==> src/rtl/nrdiv_pkg.sv <==
package nrdiv_pkg;

    typedef enum logic [1:0] {
        PH_IDLE = 2'd0,
        PH_ITER = 2'd1,
        PH_FIX  = 2'd2,
        PH_DONE = 2'd3
    } phase_e;

endpackage

==> src/rtl/nrdiv_ctrl.sv <==
module nrdiv_ctrl
    import nrdiv_pkg::*;
#(
    parameter int STEPS = 16
) (
    input  logic clk,
    input  logic rst_n,
    input  logic start,
    output logic load,
    output logic iter,
    output logic fix,
    output logic done
);

    localparam int CW = $clog2(STEPS + 1);
    localparam logic [CW-1:0] LAST = CW'(STEPS - 1);

    typedef struct packed {
        phase_e          phase;
        logic [CW-1:0]   cnt;
    } ctrl_s;

    ctrl_s st_d, st_q;

    always_comb begin
        st_d = st_q;
        load = start && (st_q.phase == PH_IDLE || st_q.phase == PH_DONE);
        unique case (st_q.phase)
            PH_IDLE, PH_DONE: begin
                if (load) begin
                    st_d.phase = PH_ITER;
                    st_d.cnt   = '0;
                end
            end
            PH_ITER: begin
                if (st_q.cnt == LAST) begin
                    st_d.phase = PH_FIX;
                end else begin
                    st_d.cnt = st_q.cnt + 1'b1;
                end
            end
            PH_FIX: begin
                st_d.phase = PH_DONE;
            end
            default: st_d.phase = PH_IDLE;
        endcase
    end

    always_ff @(posedge clk or negedge rst_n) begin
        if (!rst_n) begin
            st_q.phase <= PH_IDLE;
            st_q.cnt   <= '0;
        end else begin
            st_q <= st_d;
        end
    end

    assign iter = (st_q.phase == PH_ITER);
    assign fix  = (st_q.phase == PH_FIX);
    assign done = (st_q.phase == PH_DONE);

    AST_LAST_STEP_TO_FIX: assert property (@(posedge clk) disable iff (!rst_n)
        (st_q.phase == PH_ITER && st_q.cnt == LAST) |=> (st_q.phase == PH_FIX));
    AST_FIX_TO_DONE: assert property (@(posedge clk) disable iff (!rst_n)
        (st_q.phase == PH_FIX) |=> done);
    AST_STEP_ADVANCES: assert property (@(posedge clk) disable iff (!rst_n)
        (st_q.phase == PH_ITER && st_q.cnt != LAST) |=> (iter && st_q.cnt == $past(st_q.cnt) + 1'b1));

endmodule

==> src/rtl/nrdiv_step.sv <==
module nrdiv_step #(
    parameter int W = 16
) (
    input  logic [W:0]   prem,
    input  logic         nbit,
    input  logic [W-1:0] dvs,
    output logic [W:0]   prem_nx,
    output logic         qbit
);

    logic [W:0] shifted;
    logic [W:0] dvs_ext;

    always_comb begin
        shifted = {prem[W-1:0], nbit};
        dvs_ext = {1'b0, dvs};
        if (prem[W]) begin
            prem_nx = shifted + dvs_ext;
        end else begin
            prem_nx = shifted - dvs_ext;
        end
        qbit = ~prem_nx[W];
    end

endmodule

==> src/rtl/nrdiv_fix.sv <==
module nrdiv_fix #(
    parameter int W = 16
) (
    input  logic [W:0]   prem,
    input  logic [W-1:0] dvs,
    output logic [W-1:0] rem
);

    always_comb begin
        if (prem[W]) begin
            rem = prem[W-1:0] + dvs;
        end else begin
            rem = prem[W-1:0];
        end
    end

endmodule

==> src/rtl/nrdiv_seq.sv <==
module nrdiv_seq #(
    parameter int W = 16
) (
    input  logic         clk,
    input  logic         rst_n,
    input  logic         start,
    input  logic [W-1:0] dividend,
    input  logic [W-1:0] divisor,
    output logic [W-1:0] quotient,
    output logic [W-1:0] remainder,
    output logic         ready
);

    typedef struct packed {
        logic [W:0]   prem;
        logic [W-1:0] acc;
        logic [W-1:0] dvs;
        logic [W-1:0] quo;
        logic [W-1:0] rem;
    } dp_s;

    dp_s dp_d, dp_q;

    logic         load, iter, fix, done;
    logic [W:0]   step_nx;
    logic         step_q;
    logic [W-1:0] fix_rem;

    nrdiv_ctrl #(.STEPS(W)) i_ctrl (
        .clk   (clk),
        .rst_n (rst_n),
        .start (start),
        .load  (load),
        .iter  (iter),
        .fix   (fix),
        .done  (done)
    );

    nrdiv_step #(.W(W)) i_step (
        .prem    (dp_q.prem),
        .nbit    (dp_q.acc[W-1]),
        .dvs     (dp_q.dvs),
        .prem_nx (step_nx),
        .qbit    (step_q)
    );

    nrdiv_fix #(.W(W)) i_fix (
        .prem (dp_q.prem),
        .dvs  (dp_q.dvs),
        .rem  (fix_rem)
    );

    always_comb begin
        dp_d = dp_q;
        if (load) begin
            dp_d.prem = '0;
            dp_d.acc  = dividend;
            dp_d.dvs  = divisor;
        end
        if (iter) begin
            dp_d.prem = step_nx;
            dp_d.acc  = {dp_q.acc[W-2:0], step_q};
        end
        if (fix) begin
            dp_d.quo = dp_q.acc;
            dp_d.rem = fix_rem;
        end
    end

    always_ff @(posedge clk or negedge rst_n) begin
        if (!rst_n) begin
            dp_q <= '0;
        end else begin
            dp_q <= dp_d;
        end
    end

    assign quotient  = dp_q.quo;
    assign remainder = dp_q.rem;
    assign ready     = done;

    AST_READY_DROPS: assert property (@(posedge clk) disable iff (!rst_n)
        load |=> !ready);
    AST_REM_BELOW_DIVISOR: assert property (@(posedge clk) disable iff (!rst_n)
        (ready && dp_q.dvs != '0) |-> (remainder < dp_q.dvs));
    AST_ZERO_DIV_ONES: assert property (@(posedge clk) disable iff (!rst_n)
        (ready && dp_q.dvs == '0) |-> (quotient == '1));
    AST_BUSY_KEEPS_OPERAND: assert property (@(posedge clk) disable iff (!rst_n)
        (iter || fix) |=> $stable(dp_q.dvs));
    AST_HOLD_RESULT: assert property (@(posedge clk) disable iff (!rst_n)
        (ready && !start) |=> (ready && $stable(quotient) && $stable(remainder)));
    AST_BUSY_OUTPUTS_STILL: assert property (@(posedge clk) disable iff (!rst_n)
        iter |=> ($stable(quotient) && $stable(remainder)));

endmodule

==> config.mk <==
export PLATFORM = sky130hd
export DESIGN_NAME = nrdiv_seq
export DESIGN_NICKNAME = d
export VERILOG_FILES = /design/src/rtl/nrdiv_pkg.sv /design/src/rtl/nrdiv_ctrl.sv /design/src/rtl/nrdiv_step.sv /design/src/rtl/nrdiv_fix.sv /design/src/rtl/nrdiv_seq.sv
export SDC_FILE = /design/constraint.sdc
export NUM_CORES = 1
export LEC_CHECK = 0
export ABC_CLOCK_PERIOD_IN_PS = 8200
export BUFFER_PORTS_ARGS = -buffer_cell sky130_fd_sc_hd__clkbuf_2
export CAP_MARGIN = 20
export CORE_AREA = 2 2 98 100
export CTS_BUF_LIST = sky130_fd_sc_hd__clkbuf_4 sky130_fd_sc_hd__clkbuf_8
export CTS_CLUSTER_SIZE = 20
export DETAILED_ROUTE_END_ITERATION = 8
export DIE_AREA = 0 0 100 102
export GPL_ROUTABILITY_DRIVEN = 0
export GPL_TIMING_DRIVEN = 0
export HOLD_SLACK_MARGIN = 0.15
export MAX_ROUTING_LAYER = met4
export PLACE_DENSITY = 0.87
export SLEW_MARGIN = 5
export SYNTH_ARGS = -nofsm -noshare
export SYNTH_HDL_FRONTEND = slang
export SYNTH_SLANG_ARGS = --single-unit
==> constraint.sdc <==
create_clock -name clk -period 8.2 [get_ports clk]
set_clock_uncertainty 0.1 [all_clocks]
set_input_delay 0.41 -clock clk [delete_from_list [all_inputs] [get_ports clk]]
set_output_delay 0.41 -clock clk [all_outputs]
set_load 0.1 [all_outputs]
**After elaboration in Yosys (flattened, before gate mapping)**

Index checks and enable logic that the tools add are counted.

- Logic and storage cells: 36
- Bits in writable memories: 0
- Output and inout port bits: 33
- Memories kept: 0
- Register bits: 88
- Bits in latches: 0
- Memory bits (read-only): 0

- Multipliers: 0
- Mux-type cells: 9
- Add/sub/neg operators: 4
- Shift operators: 0
- Reductions and logical operators: 8
- Magnitude comparators: 0
- Eq/ne operators: 7
- Div/mod/pow operators: 0
- Bitwise logic cells: 1

Operator list:

| cell | number |
|---|---|
| 49-bit 2-to-1 mux | 1 |
| 33-bit 2-to-1 mux | 1 |
| 17-bit by 16-bit adder with 17-bit output | 1 |
| 17-bit 2-to-1 mux | 1 |
| 17-bit by 16-bit subtractor with 17-bit output | 1 |
| 16-bit adder | 1 |
| 16-bit 2-to-1 mux | 1 |
| 5-bit case mux with 2 select lines | 1 |
| 7-bit 2-to-1 mux | 1 |
| 2-bit case mux with 3 select lines | 1 |
| 5-bit by 1-bit adder with 5-bit output (second input constant) | 1 |
| 5-bit by 4-bit == test with 1-bit output (second input constant) | 1 |
| 5-bit 2-to-1 mux | 1 |
| 2-bit == test (second input constant) | 2 |
| 2-bit inequality test (second input constant) | 2 |
| 2-bit nonzero test | 2 |
| 3-bit AND reduction | 1 |
| 2-bit by 1-bit == test with 1-bit output (second input constant) | 1 |
| 2-bit logical NOT | 1 |
| 2-bit 2-to-1 mux | 1 |
| 2-bit by 1-bit inequality test with 1-bit output (second input constant) | 1 |
| 2-bit AND reduction | 1 |
| 2-bit OR reduction | 1 |
| 1-bit logical AND | 1 |
| other kinds (2) | 2 |

**Logic depth before layout (Yosys ltp)**

- Word-level depth: 5
- Gate-level depth with buffers: 14
- Gate-level depth less buffers: 13

**By module**

Synthesis repeated with hierarchy kept, for this count alone.

- Cell total of the unflattened synthesis: 565
- Area total of the unflattened synthesis: 6104.6 um2

Modules (own cells, without submodules):

| module | cells each | sequential area each (um2) | area an instance (um2) | times used |
|---|---|---|---|---|
| nrdiv_seq | 242 | 2026.9 | 3580.9 | 1 |
| nrdiv_step | 154 | 0.0 | 1102.3 | 1 |
| nrdiv_fix | 115 | 0.0 | 903.4 | 1 |
| nrdiv_ctrl | 54 | 175.2 | 518.0 | 1 |

**Worst setup path before layout**

No wires, ideal clock.

- Path type: register to register
- From: reg dp_q[33] (netlist bit)
- To: reg dp_q[80] (netlist bit)
- Required time: 7976 ps
- Slack: 5174 ps
- Cell stages (with the launch flop): 15
- Setup time: 124 ps
- Period minus slack after synthesis: 3026 ps
- Arrival time: 2802 ps
- Path through: dfrtp_1 -> inv_1 -> ha_1 -> nor3b_1 -> and2_2 -> nor2_1 -> xor2_1 -> ha_1 -> clkbuf_1 -> nand2_1 -> o21ai_0 -> or2_2 -> o21ai_0 -> and4_4 -> a211o_1

- Cells in the longest elaborated chain, start to end: 3
- Elaborated cells on any way between the ends: 4
- Classes of those cells: 2 x add/sub; 2 x mux

RTL lines:

| element | RTL line | RTL |
|---|---|---|
| from (decl) | nrdiv_seq.sv:22 | `dp_s dp_d, dp_q;` |
| from (signal assigned) | nrdiv_seq.sv:74 | `dp_q <= dp_d;` |
| 17-bit by 16-bit subtractor with 17-bit output or 17-bit by 16-bit adder with 17-bit output (tied branches) | nrdiv_step.sv:20, nrdiv_step.sv:18 |  |
| 17-bit 2-to-1 mux * | nrdiv_step.sv:17 | `if (prem[W]) begin` |
| 33-bit 2-to-1 mux * | nrdiv_seq.sv:60 | `if (iter) begin` |

Every way passes the cells marked *; elsewhere a longest branch is shown, timed or not.
A chain may end at the register's enable or synchronous reset.

**Final worst setup path**

- From: reg dp_q[80] (netlist bit)
- To: reg dp_q[48] (netlist bit)

- Cells in the longest elaborated chain, start to end: 3

RTL lines:

| element | RTL line | RTL |
|---|---|---|
| 17-bit 2-to-1 mux | nrdiv_step.sv:17 |  |
| 1-bit NOT | nrdiv_step.sv:22 | `qbit = ~prem_nx[W];` |
| 33-bit 2-to-1 mux | nrdiv_seq.sv:60 |  |

No other way between the ends.

==> flow_summary.yaml <==
grt:
  grt_start_max_net_pins: 62
  grt_usage_pct: 29.4
  grt_pass1_vias: 4936
  grt_first_pass_wirelength_mm: 23.2
  grt_overflow: 0
  antenna_found_initial: 0
synthesis:
  ys_ff_latch: 88
  synth_cells: 621
  synthDistinctLibCells: 57
  postSynth.asyncResetShare_pct: 100
  synth.avg_cell_area_um2: 9.43
  synth_area_leaders: "dfrtp_1 38%, ha_1 8.3%, mux2_2 6.5%"
  yosysTopAreaCell: "dfrtp_1"
  ys.flop_type: "dfrtp_1"
  syn-cell-area_mm2: 0.00586
  ys_warn_count: 0
  synth_top_area_share_pct: 37.6
  synth_edf_count: 0
  ys_seq_area_share_pct: 37.6
  synth_nets: 697
detailed_routing:
  post_drt_wl_per_cell_um: 17.1
  ant_nets: 0
  drt-pass1-iter-count: 6
  vias: 5073
  finalWirelength_mm: 13.9
  drt_iter0_drc: 356
  route.detailed.drc: 0
  via_per_inst: 6.21
timing:
  setup_tns_ns: 0
  hold_viol: 0
  rsz0062_at_grt: "false"
  setup_viol: 0
  max_slew_margin_pct: 47.3
  period_needed_ns: 3.76
  min_period_over_period_pct: 45.9
  clock.fmax_ghz: 0.266
  worstMarginPinSlew_ns: 0.790
  drv_slew: 0
layout:
  utilization_pct: 72.1
  num_antenna_cells: 0
  fillers: 689
  multi_input_area_mm2: 0.00325
  final_nets: 777
  final_cell_count_no_fill: 817
  fin_area_mm2: 0.00657
  final_layout_size_suffix_gt1_share_pct: 23.4
  area_delta_synth_final_pct: 12.1
  regArea_mm2: 0.00220
die:
  num_rows: 35
  boundaryPins: 68
  die_area_mm2: 0.0102
  start_util_pct: 64.3
  coreArea_mm2: 0.00911
  die_x_um: 100
  die_y_um: 102
setup_path:
  required_ns: 8.31
  cp-start-kind: "register"
  path_cells: "clkbuf_1 > buf_1 > nor2_1 > xor2_1 > ha_1 > clkbuf_1 > nand2_1 > o21ai_0 > or2_2 > o21ai_0 > a211oi_1 > a311oi_1"
  cp_data_arrival_time_ns: 3.88
  critical_path.max_stage_delay_ns: 0.50
  cp_max_fo: 10
  critPathKind: "register to register"
  slowest_stage: "clkbuf_1"
  cp-end-kind: "register"
placement:
  hpwl_mm: 10.3
  place_area_mm2: 0.00636
  placed_cells: 800
  port_buffers: 67
clock_network:
  h-tree-depth: 3
  clk_path_buf_depth: 2
  cts.sinks: 88
  clk_pin_slew_ns: 0.10
  root_buffer: "clkbuf_8"
  cts-resized-gates: 0
  cts_tree: "done"
  clk_latency_ns: 0.37
  cts_buffers: 9
min_path:
  hp-class: "primary input to register"
run:
  cap_viol_max_count: 0
run_status:
  outcome: "finished clean"
-- path summary, 6_finish.rpt --
path	startpoint	end	slack [ns]	cells after the start
worst max-delay path	dp_q[80]$_DFFE_PN0P_	dp_q[48]$_DFFE_PN0P_	4.44	12
worst min-delay path	divisor[4]	dp_q[36]$_DFFE_PN0P_	0.17	2
worst max register to register	dp_q[80]$_DFFE_PN0P_	dp_q[48]$_DFFE_PN0P_	4.44	12
worst min register to register	remainder[10]$_DFFE_PN0N_	remainder[10]$_DFFE_PN0N_	0.40	2
max in group asynchronous	rst_n	dp_q[55]$_DFFE_PN0P_	6.93	3
min in group asynchronous	rst_n	remainder[14]$_DFFE_PN0N_	0.43	2
-- repair_timing --
| item | CTS | global route |
|---|---|---|
| hold buffers | 1 | 0 |
| buffers inserted | 0 | 0 |
| endpoints found under the hold margin | 27 | 0 |
-- cells in the final DEF, fill, tap and decap left out, types with 12 or more instances in the layout --
cell / synthesis / final
mux2i_1: 23 / 23
o21ai_0: 48 / 48
nor2b_1: 12 / 12
xor2_1: 15 / 15
nor2_1: 33 / 33
nand3_1: 15 / 15
inv_1: 21 / 21
mux2_2: 34 / 34
clkbuf_1: 14 / 14
ha_1: 39 / 39
dfrtp_1: 88 / 88
clkbuf_2: 0 / 66
buf_4: 32 / 32
a21oi_1: 43 / 43
nor3_1: 12 / 12
nand2_1: 56 / 56
-- per-layer routing --
metal  global-route usage (%)  part of all wire [%]
met1                     36.6                    42
met2                     48.9                    48
met3                     4.79                   7.4
met4                     10.7                   2.7
met5                        -                     0
-- cell usage after synthesis (6+ instances only) --
library cell / count
buf_4: 32
o21ai_0: 48
ha_1: 39
dfrtp_1: 88
buf_1: 8
a21oi_1: 43
o31ai_1: 9
nand2_1: 56
nor2b_1: 12
o21a_1: 8
a31oi_1: 8
nor3_1: 12
inv_1: 21
mux2i_1: 23
nand3_1: 15
mux2_2: 34
a211oi_1: 9
xnor2_1: 10
nand4_1: 9
nor2_1: 33
xor2_1: 15
clkbuf_1: 14
nand2b_1: 7
a21o_1: 6
-- worst max-delay path: cells and delay by family (launching register included) --
kind            cells  cell delay [ns]
compound gates      4             1.00
buf+inv             3             1.23
xor+xnor            1             0.16
flops               1             0.46
simple gates        3             0.39
fa+ha+maj           1             0.28
-- stage by stage --
| stage | hold WS (ns) | worst slack [ns] |
|---|---|---|
| 2_1_floorplan | 0.0144 | 5.17 |
| 3_3_place_gp | 0.369 | 4.72 |
| 3_5_place_dp | 0.295 | 4.58 |
| 4_1_cts | 0.156 | 4.56 |
| 5_1_grt | 0.154 | 4.25 |
| 6_report | 0.167 | 4.44 |
-- state kept, by name (all words and copies together) (netlist names) --
name         count
dp_q            49
i_ctrl.st_q      7
quotient        16
remainder       16
-- layout make-up --
class                      instances  area share (%)
multi-input combinational        457            49.5
sequential                        88            33.5
timing repair buffer              69            5.72
buffer                            54            4.92
tap                              111            2.12
clock buffer                       9            1.89
inverter                          22            1.26
clock inverter                     7            1.07
-- cells by family (layout without fill, tap and decap cells) --
group                      count (synthesis)  count (layout)  synth area share (%)
AOI/OAI and AO/OA                        166             166                  18.2
xor gates and xnor gates                  25              25                  3.74
adders and majority gates                 41              41                  9.01
buffers and inverters                     76             161                  6.92
DFF                                       88              88                  37.6
muxes                                     57              57                  10.5
and+or+nand+nor                          168             168                  14.1
Power is not shown: default switching activity piles up to over one toggle a cycle in this logic, so the estimate is an artifact.
